[src/rtl/sdf_pkg.sv]
package sdf_pkg;

  localparam int unsigned SDF_WORD_W = 16;
  localparam int unsigned SDF_SYNC_STAGES = 2;

  // Events derived from the synchronized link inputs.
  typedef struct packed {
    logic sclk_rise;
    logic sclk_fall;
    logic cs_rise;     // select goes inactive (frame end)
    logic cs_fall;     // select goes active (frame start)
    logic cs_high;     // select currently inactive
    logic cs_was_low;  // select was active in the previous sample
  } sdf_evt_t;

  function automatic logic is_rise(input logic cur, input logic prev);
    return cur & ~prev;
  endfunction

  function automatic logic is_fall(input logic cur, input logic prev);
    return ~cur & prev;
  endfunction

endpackage

[src/rtl/sdf_sync.sv]
module sdf_sync #(
  parameter int unsigned N = 3,
  parameter int unsigned STAGES = 2,
  parameter logic [N-1:0] RST_VAL = '0
) (
  input  logic         clk,
  input  logic         rst_n,
  input  logic [N-1:0] in_i,
  output logic [N-1:0] out_o
);

  logic [STAGES-1:0][N-1:0] stg_q;

  always_ff @(posedge clk or negedge rst_n) begin
    if (!rst_n) begin
      for (int s = 0; s < STAGES; s++) stg_q[s] <= RST_VAL;
    end else begin
      stg_q[0] <= in_i;
      for (int s = 1; s < STAGES; s++) stg_q[s] <= stg_q[s-1];
    end
  end

  assign out_o = stg_q[STAGES-1];

endmodule

[src/rtl/sdf_edges.sv]
module sdf_edges
  import sdf_pkg::*;
(
  input  logic     clk,
  input  logic     rst_n,
  input  logic     sclk_s_i,
  input  logic     csn_s_i,
  output sdf_evt_t evt_o
);

  logic sclk_p_q;
  logic csn_p_q;

  always_ff @(posedge clk or negedge rst_n) begin
    if (!rst_n) begin
      sclk_p_q <= 1'b0;
      csn_p_q  <= 1'b1;
    end else begin
      sclk_p_q <= sclk_s_i;
      csn_p_q  <= csn_s_i;
    end
  end

  always_comb begin
    evt_o.sclk_rise  = is_rise(sclk_s_i, sclk_p_q);
    evt_o.sclk_fall  = is_fall(sclk_s_i, sclk_p_q);
    evt_o.cs_rise    = is_rise(csn_s_i, csn_p_q);
    evt_o.cs_fall    = is_fall(csn_s_i, csn_p_q);
    evt_o.cs_high    = csn_s_i;
    evt_o.cs_was_low = ~csn_p_q;
  end

  // A frame end can only follow a frame start.
  AST_CS_RISE_AFTER_LOW: assert property (@(posedge clk) disable iff (!rst_n)
    evt_o.cs_rise |-> $past(!csn_s_i));

endmodule

[src/rtl/sdf_shifter.sv]
module sdf_shifter
  import sdf_pkg::*;
#(
  parameter int unsigned WORD_W = SDF_WORD_W,
  localparam int unsigned CNT_MAX = WORD_W + 1,
  localparam int unsigned CNT_W = $clog2(CNT_MAX + 1)
) (
  input  logic              clk,
  input  logic              rst_n,
  input  sdf_evt_t          evt_i,
  input  logic              din_s_i,
  output logic              shift_en_o,
  output logic              tail_o,
  output logic              frame_ok_o,
  output logic              word_valid_o,
  output logic [WORD_W-1:0] word_o
);

  // Saturating bit count: anything above WORD_W stays above it.
  function automatic logic [CNT_W-1:0] cnt_step(input logic [CNT_W-1:0] c);
    return (c == CNT_W'(CNT_MAX)) ? c : c + 1'b1;
  endfunction

  function automatic logic [WORD_W-1:0] shift_in(input logic [WORD_W-1:0] r, input logic b);
    return {r[WORD_W-2:0], b};
  endfunction

  logic [WORD_W-1:0] sr_q, sr_d;
  logic [CNT_W-1:0]  cnt_q, cnt_d;
  logic [WORD_W-1:0] word_q;
  logic              valid_q;

  // A sample counts when the select was active before this edge, so a
  // select rise seen in the same sample still keeps the last bit.
  assign shift_en_o = evt_i.sclk_rise & evt_i.cs_was_low;
  assign tail_o     = sr_q[WORD_W-1];

  always_comb begin
    sr_d  = shift_en_o ? shift_in(sr_q, din_s_i) : sr_q;
    cnt_d = shift_en_o ? cnt_step(cnt_q) : cnt_q;
  end

  assign frame_ok_o = evt_i.cs_rise & (cnt_d == CNT_W'(WORD_W));

  always_ff @(posedge clk or negedge rst_n) begin
    if (!rst_n) begin
      sr_q    <= '0;
      cnt_q   <= '0;
      word_q  <= '0;
      valid_q <= 1'b0;
    end else begin
      sr_q    <= sr_d;
      cnt_q   <= evt_i.cs_high ? '0 : cnt_d;
      valid_q <= frame_ok_o;
      if (frame_ok_o) word_q <= sr_d;
    end
  end

  assign word_valid_o = valid_q;
  assign word_o       = word_q;

  AST_STROBE_SINGLE: assert property (@(posedge clk) disable iff (!rst_n)
    word_valid_o |=> !word_valid_o);

  AST_STROBE_AT_FRAME_END: assert property (@(posedge clk) disable iff (!rst_n)
    word_valid_o |-> $past(evt_i.cs_rise));

  AST_DISCARD_KEEPS_WORD: assert property (@(posedge clk) disable iff (!rst_n)
    (evt_i.cs_rise && !frame_ok_o) |=> ($stable(word_o) && !word_valid_o));

  AST_FRAME_STARTS_AT_ZERO: assert property (@(posedge clk) disable iff (!rst_n)
    evt_i.cs_fall |-> (cnt_q == '0));

endmodule

[src/rtl/sdf_dout.sv]
module sdf_dout
  import sdf_pkg::*;
(
  input  logic clk,
  input  logic rst_n,
  input  logic shift_en_i,
  input  logic tail_i,
  input  logic sclk_fall_i,
  input  logic mode_wr_i,
  input  logic mode_half_i,
  input  logic shutdown_i,
  output logic dout_o
);

  logic half_q;   // 0: 16-clock lag, 1: 16.5-clock lag
  logic full_q;   // retimed on rising serial-clock edges
  logic half_dq;  // full_q retimed on falling serial-clock edges
  logic out_q;

  always_ff @(posedge clk or negedge rst_n) begin
    if (!rst_n) begin
      half_q  <= 1'b0;
      full_q  <= 1'b0;
      half_dq <= 1'b0;
      out_q   <= 1'b0;
    end else begin
      if (mode_wr_i)   half_q  <= mode_half_i;
      if (shift_en_i)  full_q  <= tail_i;
      if (sclk_fall_i) half_dq <= full_q;
      if (!shutdown_i) out_q   <= half_q ? half_dq : full_q;
    end
  end

  assign dout_o = out_q;

  AST_FROZEN_IN_SHUTDOWN: assert property (@(posedge clk) disable iff (!rst_n)
    shutdown_i |=> $stable(dout_o));

  AST_FULL_ONLY_ON_SHIFT: assert property (@(posedge clk) disable iff (!rst_n)
    !$stable(full_q) |-> $past(shift_en_i));

  AST_HALF_ONLY_ON_FALL: assert property (@(posedge clk) disable iff (!rst_n)
    !$stable(half_dq) |-> $past(sclk_fall_i));

endmodule

[src/rtl/sdac_shift_front.sv]
module sdac_shift_front
  import sdf_pkg::*;
#(
  parameter int unsigned WORD_W = SDF_WORD_W,
  parameter int unsigned SYNC_STAGES = SDF_SYNC_STAGES
) (
  input  logic              clk,
  input  logic              rst_n,
  input  logic              sclk_i,
  input  logic              csn_i,
  input  logic              din_i,
  input  logic              shutdown_i,
  input  logic              mode_wr_i,
  input  logic              mode_half_i,
  output logic              word_valid_o,
  output logic [WORD_W-1:0] word_o,
  output logic              dout_o
);

  // Bit order of the synchronized bundle: {csn, sclk, din}.
  logic [2:0] link_s;
  sdf_evt_t   evt;
  logic       shift_en;
  logic       tail;
  logic       frame_ok;

  sdf_sync #(
    .N       (3),
    .STAGES  (SYNC_STAGES),
    .RST_VAL (3'b100)
  ) u_sync (
    .clk   (clk),
    .rst_n (rst_n),
    .in_i  ({csn_i, sclk_i, din_i}),
    .out_o (link_s)
  );

  sdf_edges u_edges (
    .clk      (clk),
    .rst_n    (rst_n),
    .sclk_s_i (link_s[1]),
    .csn_s_i  (link_s[2]),
    .evt_o    (evt)
  );

  sdf_shifter #(
    .WORD_W (WORD_W)
  ) u_shifter (
    .clk          (clk),
    .rst_n        (rst_n),
    .evt_i        (evt),
    .din_s_i      (link_s[0]),
    .shift_en_o   (shift_en),
    .tail_o       (tail),
    .frame_ok_o   (frame_ok),
    .word_valid_o (word_valid_o),
    .word_o       (word_o)
  );

  sdf_dout u_dout (
    .clk         (clk),
    .rst_n       (rst_n),
    .shift_en_i  (shift_en),
    .tail_i      (tail),
    .sclk_fall_i (evt.sclk_fall),
    .mode_wr_i   (mode_wr_i),
    .mode_half_i (mode_half_i),
    .shutdown_i  (shutdown_i),
    .dout_o      (dout_o)
  );

  // Serial-clock edges outside a frame never feed the shift path.
  AST_NO_SHIFT_WHILE_IDLE: assert property (@(posedge clk) disable iff (!rst_n)
    (evt.cs_high && !evt.cs_rise) |-> !shift_en);

  AST_FRAME_OK_GIVES_STROBE: assert property (@(posedge clk) disable iff (!rst_n)
    frame_ok |=> word_valid_o);

endmodule

[config.mk]
export PLATFORM = sky130hd
export DESIGN_NAME = sdac_shift_front
export DESIGN_NICKNAME = d
export VERILOG_FILES = /design/src/rtl/sdf_pkg.sv /design/src/rtl/sdf_sync.sv /design/src/rtl/sdf_edges.sv /design/src/rtl/sdf_shifter.sv /design/src/rtl/sdf_dout.sv /design/src/rtl/sdac_shift_front.sv
export SDC_FILE = /design/constraint.sdc
export NUM_CORES = 1
export LEC_CHECK = 0
export BUFFER_PORTS_ARGS = -buffer_cell sky130_fd_sc_hd__buf_2
export CORE_MARGIN = 3
export CORE_UTILIZATION = 30
export CTS_CLUSTER_SIZE = 30
export DETAILED_ROUTE_END_ITERATION = 7
export SLEW_MARGIN = 10
export SYNTH_ARGS = -nofsm -noshare
export SYNTH_HDL_FRONTEND = slang
export SYNTH_SLANG_ARGS = --single-unit
[constraint.sdc]
create_clock -name clk -period 5.25 [get_ports clk]
set_input_delay 0.525 -clock clk [delete_from_list [all_inputs] [get_ports clk]]
set_output_delay 0.525 -clock clk [all_outputs]
set_load 0.01 [all_outputs]
=== Yosys cells after proc, flatten, opt, wreduce, memory -nomap -nowiden ===
Cells that the tools add are included.

* Bits in writable memories: 0
* Register bits after elaboration: 50
* Bits in latches: 0
* Output and inout port bits: 18
* Input bits: 8
* Memories kept: 0
* ROM bits: 0

* Bitwise operators: 8
* Equal/unequal tests: 2
* Multiply operators: 0
* Order comparisons: 0
* Add/sub/neg operators: 1
* Shifts and indexed selects: 0
* Mux-type cells: 5
* Reductions and logical operators: 0
* Div/mod/pow operators: 0

{| class="wikitable"
|+ Operators by type and width
! operator !! number
|-
| two-way mux 16 bit || 1
|-
| two-way mux 5 bit || 3
|-
| equality test 5 bit (second input constant) || 2
|-
| adder 5 x 1 -> 5 bit (second input constant) || 1
|-
| AND 1 bit || 5
|-
| inverter 1 bit || 3
|-
| two-way mux 1 bit || 1
|}

=== Longest topological paths before layout ===
* Word-level depth: 6
* Depth in mapped cells: 8
* Depth with buffers taken out: 7

=== By module ===
Synthesis repeated with hierarchy kept, for this count alone.

* Cells, all modules: 165
* Area, all modules: 2,039.5 um^2

{| class="wikitable"
|+ By module, submodules not included
! module !! instances !! seq. area each (um^2) !! area an instance (um^2) !! cells each
|-
| sdf_shifter || 1 || 950.9 || 1,611.5 || 138
|-
| sdf_sync || 1 || 152.6 || 175.2 || 9
|-
| sdf_dout || 1 || 100.1 || 160.2 || 10
|-
| sdf_edges || 1 || 51.3 || 92.6 || 8
|}

=== Worst setup path before layout ===
OpenSTA, ideal clock, no wires.

* Path type: reg-to-reg
* From: register u_shifter.cnt_q[1]
* To: register u_shifter.word_q[10] (netlist: u_shifter.word_o[10])
* Data required time: 5.125 ns
* Library setup time: 0.125 ns
* Arrival time: 2.271 ns
* Path buffers: 1
* Slack: 2.854 ns
* Cell stages (with the launch flop): 9
* Cell sequence: dfrtp_1 -> inv_1 -> ha_1 -> and4bb_2 -> nor2b_2 -> or4_4 -> a211oi_4 -> buf_6 -> mux2_4

* Word-level cells in the longest chain between the ends: 5
* Elaborated cells between the ends (all ways): 6
* Those cells by class: add/sub (1); eq/ne (2); mux (2); bitwise (1)

{| class="wikitable"
|+ Ends and longest elaborated chain
! item !! line !! source
|-
| start, declared || sdf_shifter.sv:29 || <nowiki>logic [CNT_W-1:0] cnt_q, cnt_d;</nowiki>
|-
| start signal, assigned || sdf_shifter.sv:53 || <nowiki>cnt_q <= evt_i.cs_high ? '0 : cnt_d;</nowiki>
|-
| adder 5 x 1 -> 5 bit / equality test 5 bit (equally long branches) || sdf_shifter.sv:21 || <nowiki>return (c == CNT_W'(CNT_MAX)) ? c : c + 1'b1;</nowiki>
|-
| two-way mux 5 bit || sdf_shifter.sv:21 ||
|-
| two-way mux 5 bit (*) || sdf_shifter.sv:40 || <nowiki>cnt_d = shift_en_o ? cnt_step(cnt_q) : cnt_q;</nowiki>
|-
| equality test 5 bit (*) || sdf_shifter.sv:43 || <nowiki>assign frame_ok_o = evt_i.cs_rise & (cnt_d == CNT_W'(WORD_W));</nowiki>
|-
| AND 1 bit (*) || sdf_shifter.sv:43 ||
|-
| named net frame_ok || sdac_shift_front.sv:25 || <nowiki>logic frame_ok;</nowiki>
|-
| end signal, assigned || sdf_shifter.sv:55 || <nowiki>if (frame_ok_o) word_q <= sr_d;</nowiki>
|-
| end, declared || sdf_shifter.sv:30 || <nowiki>logic [WORD_W-1:0] word_q;</nowiki>
|}

Mark *: on every way through the listed nets, which the timed path passes. The rest lies on a longest branch.
A chain may end at the register's enable or synchronous reset.

=== Final worst setup path ===
* From: register u_edges.csn_p_q
* To: register u_shifter.word_q[1] (netlist: u_shifter.word_o[1])

* Word-level cells in the longest chain between the ends: 5
* Elaborated cells between the ends (all ways): 7
* Those cells by class: eq/ne (1); mux (2); bitwise (4)

{| class="wikitable"
|+ Ends and longest elaborated chain
! item !! line !! source
|-
| start, declared || sdf_edges.sv:12 || <nowiki>logic csn_p_q;</nowiki>
|-
| start signal, assigned || sdf_edges.sv:20 || <nowiki>csn_p_q <= csn_s_i;</nowiki>
|-
| inverter 1 bit (*) || sdf_pkg.sv:17, sdf_edges.sv:30 ||
|-
| AND 1 bit || sdf_shifter.sv:35 || <nowiki>assign shift_en_o = evt_i.sclk_rise & evt_i.cs_was_low;</nowiki>
|-
| two-way mux 5 bit || sdf_shifter.sv:40 ||
|-
| equality test 5 bit || sdf_shifter.sv:43 ||
|-
| AND 1 bit || sdf_shifter.sv:43 ||
|}

Every way passes the cells marked *; elsewhere a longest branch is shown, timed or not.

==> run_results.csv <==
group,metric,value,unit
synthesis,yosysUniqueCellTypes,28,
grt,grt_pass1_vias,1174,
finish,drive_gt1_share,51.97,%
sta,fin_crit_sh,56.69,%
finish,fin_nets,161,
drt,drt_pass1_iterations,4,
finish,finish.utilization,37.11,%
setup_path,r2r_start,"u_edges.csn_p_q$_DFF_PN1_",
synthesis,synth_warnings,0,
synthesis,ys_ff_latch,50,
run_status,outcome,"completed",
drt,antenna_left,0,
sta,rsz0062_at_grt,"false",
floorplanning,rows,28,
clock_tree,cts_root_buffer,"clkbuf_8",
worst_hold_path,hold_path.class,"in2reg",
floorplanning,boundaryPins,26,
sta,worst_slew_pin_slew,1084,ps
drt,finalWirelength,3089,microns
synthesis,syn_area,1952,sq um
grt,grt_first_pass_wirelength,5423,microns
grt,gr-total-overflow,0,
setup_path,crit_fanout,21,
clock_tree,clk_pin_slew,80,ps
clock_tree,cts_resized,0,
power_and_ir_drop,powerDensity,335.7,nW/um^2
sta,period_minus_slack,2976,ps
drt,wl_per_cell,13.61,microns
drt,viasPerCell,4.626,
floorplanning,die-area,7510,sq um
clock_tree,post_cts_buffers,0,
sta,setup_viol,0,
clock_tree,cts.sinks,50,
floorplanning,start_util,32.02,%
synthesis,synth.yosys.seq_area_share,64.29,%
grt,antenna_found_initial,0,
finish,diodes,0,
synthesis,syn_inst,121,
sta,fmax,336.0,MHz
setup_path,cp-startpoint,"u_edges.csn_p_q$_DFF_PN1_",
sta,final_max_slew_viol_count,0,
finish,final_common_cell,"dfrtp_1",
setup_path,required,5430,ps
floorplanning,fp.dieH,86.66,microns
place,port_buffers,25,
clock_tree,cts-htree-levels,2,
finish,syn_to_final_growth,15.90,%
finish,fin_area,2262,sq um
worst_hold_path,min_from,"csn_i",
finish,most-common-layout-cells,"47 x dfrtp_1, 26 x mux2_2, 25 x buf_2",
synthesis,syn_nets,131,
setup_path,critPathLaunchType,"flop",
flow_run,drv_cap,0,
clock_tree,cts_max_path_buffers,2,
place,place_area,2153,sq um
place,hpwl,2054,microns
sta,fin_tns_setup,0,ps
sta,timing_hold_violations_final,0,
sta,clock_skew,5.396,ps
drt,num_vias,1050,
setup_path,crit_type,"reg2reg",
clock_tree,cts_hold_buf,0,
grt,grt.total_usage,9.208,%
place,gp_congestion,0.7077,
clock_tree,clkLatencyLatePin,290,ps
floorplanning,die_w,86.66,microns
sta,relSlewSlack,27.48,%
clock_tree,tritoncts,"done",
synthesis,avgSynthCellArea,16.13,sq um
floorplanning,core,6096,sq um
power_and_ir_drop,p_leak,1.112,nW
drt,drt-initial-drc-count,66,
finish,multi_input_area,668.1,sq um
grt,grt_max_degree,51,
power_and_ir_drop,ir_worst_vdd,0.1689,mV
finish,n_fill_cell,584,
clock_tree,tritoncts.num_buffers,5,
setup_path,cp-end-kind,"flop",
sta,hold_ws,325.4,ps
drt,drc,0,
finish,regArea,1255,sq um
setup_path,critPathArrivalTime,3160,ps
[worst max-delay path, cell delays in order (launching register included)]
cell      delay, ps
dfstp_2         550
nor3b_2          40
buf_4           210
nor2b_2         210
or4_4           500
a211oi_4        920
mux2_2          430
[kinds of logic (layout without fill, tap and decap cells)]
family,after synthesis,count (layout),share of synthesized area [%]
multiplexers,36,36,22.44
AND/OR/NAND/NOR,20,20,6.090
XOR/XNOR,3,3,1.346
adder cells (fa/ha/maj),2,2,1.282
AO/OA/AOI/OAI,6,6,2.820
flip-flops,50,50,64.30
buffers and inverters,4,35,1.731
[report_power, final]
part           leakage [nW]  total [mW]  internal [mW]  switching (mW)
clock                0.0579       0.260          0.140           0.120
combinational         0.393      0.0605         0.0322          0.0283
sequential            0.661       0.439          0.421          0.0176
total                  1.11       0.759          0.594           0.166
[metal layers]
metal,up-vias,track usage (%),routed length (microns)
met5,-,0,0
met2,29,14.46,1505
met3,3,3.327,179
li1,485,-,-
met4,0,3.824,27
met1,533,11.48,1378
[final timing paths]
check | to | slack (ps) | depth (start not counted)
max | u_shifter.word_o[1]$_DFFE_PN0P_ | 2270 | 6
min | u_sync.stg_q[2]$_DFF_PN1_ | 330 | 1
max reg2reg | u_shifter.word_o[1]$_DFFE_PN0P_ | 2270 | 6
min reg2reg | u_sync.out_o[1]$_DFF_PN0_ | 350 | 0
max in group asynchronous | u_shifter.sr_q[13]$_DFF_PN0_ | 4160 | 1
min in group asynchronous | u_shifter.word_o[6]$_DFFE_PN0P_ | 430 | 1
[stage by stage]
| step | setup WS, ps | total power [mW] | std cells |
|---|---|---|---|
| after global placement | 2385 | 0.5050 | 219 |
| final | 2274 | 0.7595 | 227 |
| after global routing | 2126 | 0.8011 | 227 |
| after floorplan | 2854 | 0.4852 | 121 |
| after detailed placement | 2257 | 0.5083 | 219 |
| after CTS | 2257 | 0.7726 | 227 |
[synthesized netlist by cell type]
library cell  count  area, sq um
and4bb_2          1        12.51
a22o_2            1        10.01
o21ai_0           1        5.000
nand3_1           1        5.000
mux2_2           26        292.8
buf_6             2        22.52
nand4_1           2        12.51
nand2b_1          2        12.51
mux2i_1           1        10.01
dfstp_2           3        78.83
a211oi_1          1        7.510
nand2_1           3        11.26
ha_1              2        25.02
a211oi_4          1        20.02
or4_4             1        11.26
inv_1             1        3.750
and2b_2           1        8.760
xnor2_1           1        8.760
mux2_4            9        135.1
a21oi_1           1        5.000
nor3_1            2        10.01
o211ai_1          1        7.510
nor3b_1           1        7.510
nor2b_2           1        8.760
xor2_1            2        17.52
buf_4             1        7.510
nor2_1            5        18.77
dfrtp_1          47         1176
[state kept, by name, summed over array words and instances, names as in the netlist]
signal / cells
u_dout.dout_o: 1
u_dout.full_q: 1
u_dout.half_dq: 1
u_dout.half_q: 1
u_edges.csn_p_q: 1
u_edges.sclk_p_q: 1
u_shifter.cnt_q: 5
u_shifter.sr_q: 16
u_shifter.word_o: 16
u_shifter.word_valid_o: 1
u_sync.out_o: 3
u_sync.stg_q: 3
[area by class of cell]
class                           instances  area share, %
Clock buffer                            5          3.042
Clock inverter                          3          1.770
Inverter                                1         0.1659
Multi-Input combinational cell         67          29.54
Sequential cell                        50          55.48
Tap cell                               75          4.148
Timing Repair Buffer                   26          5.863
No activity file was read; power rests on OpenSTA's default activity.
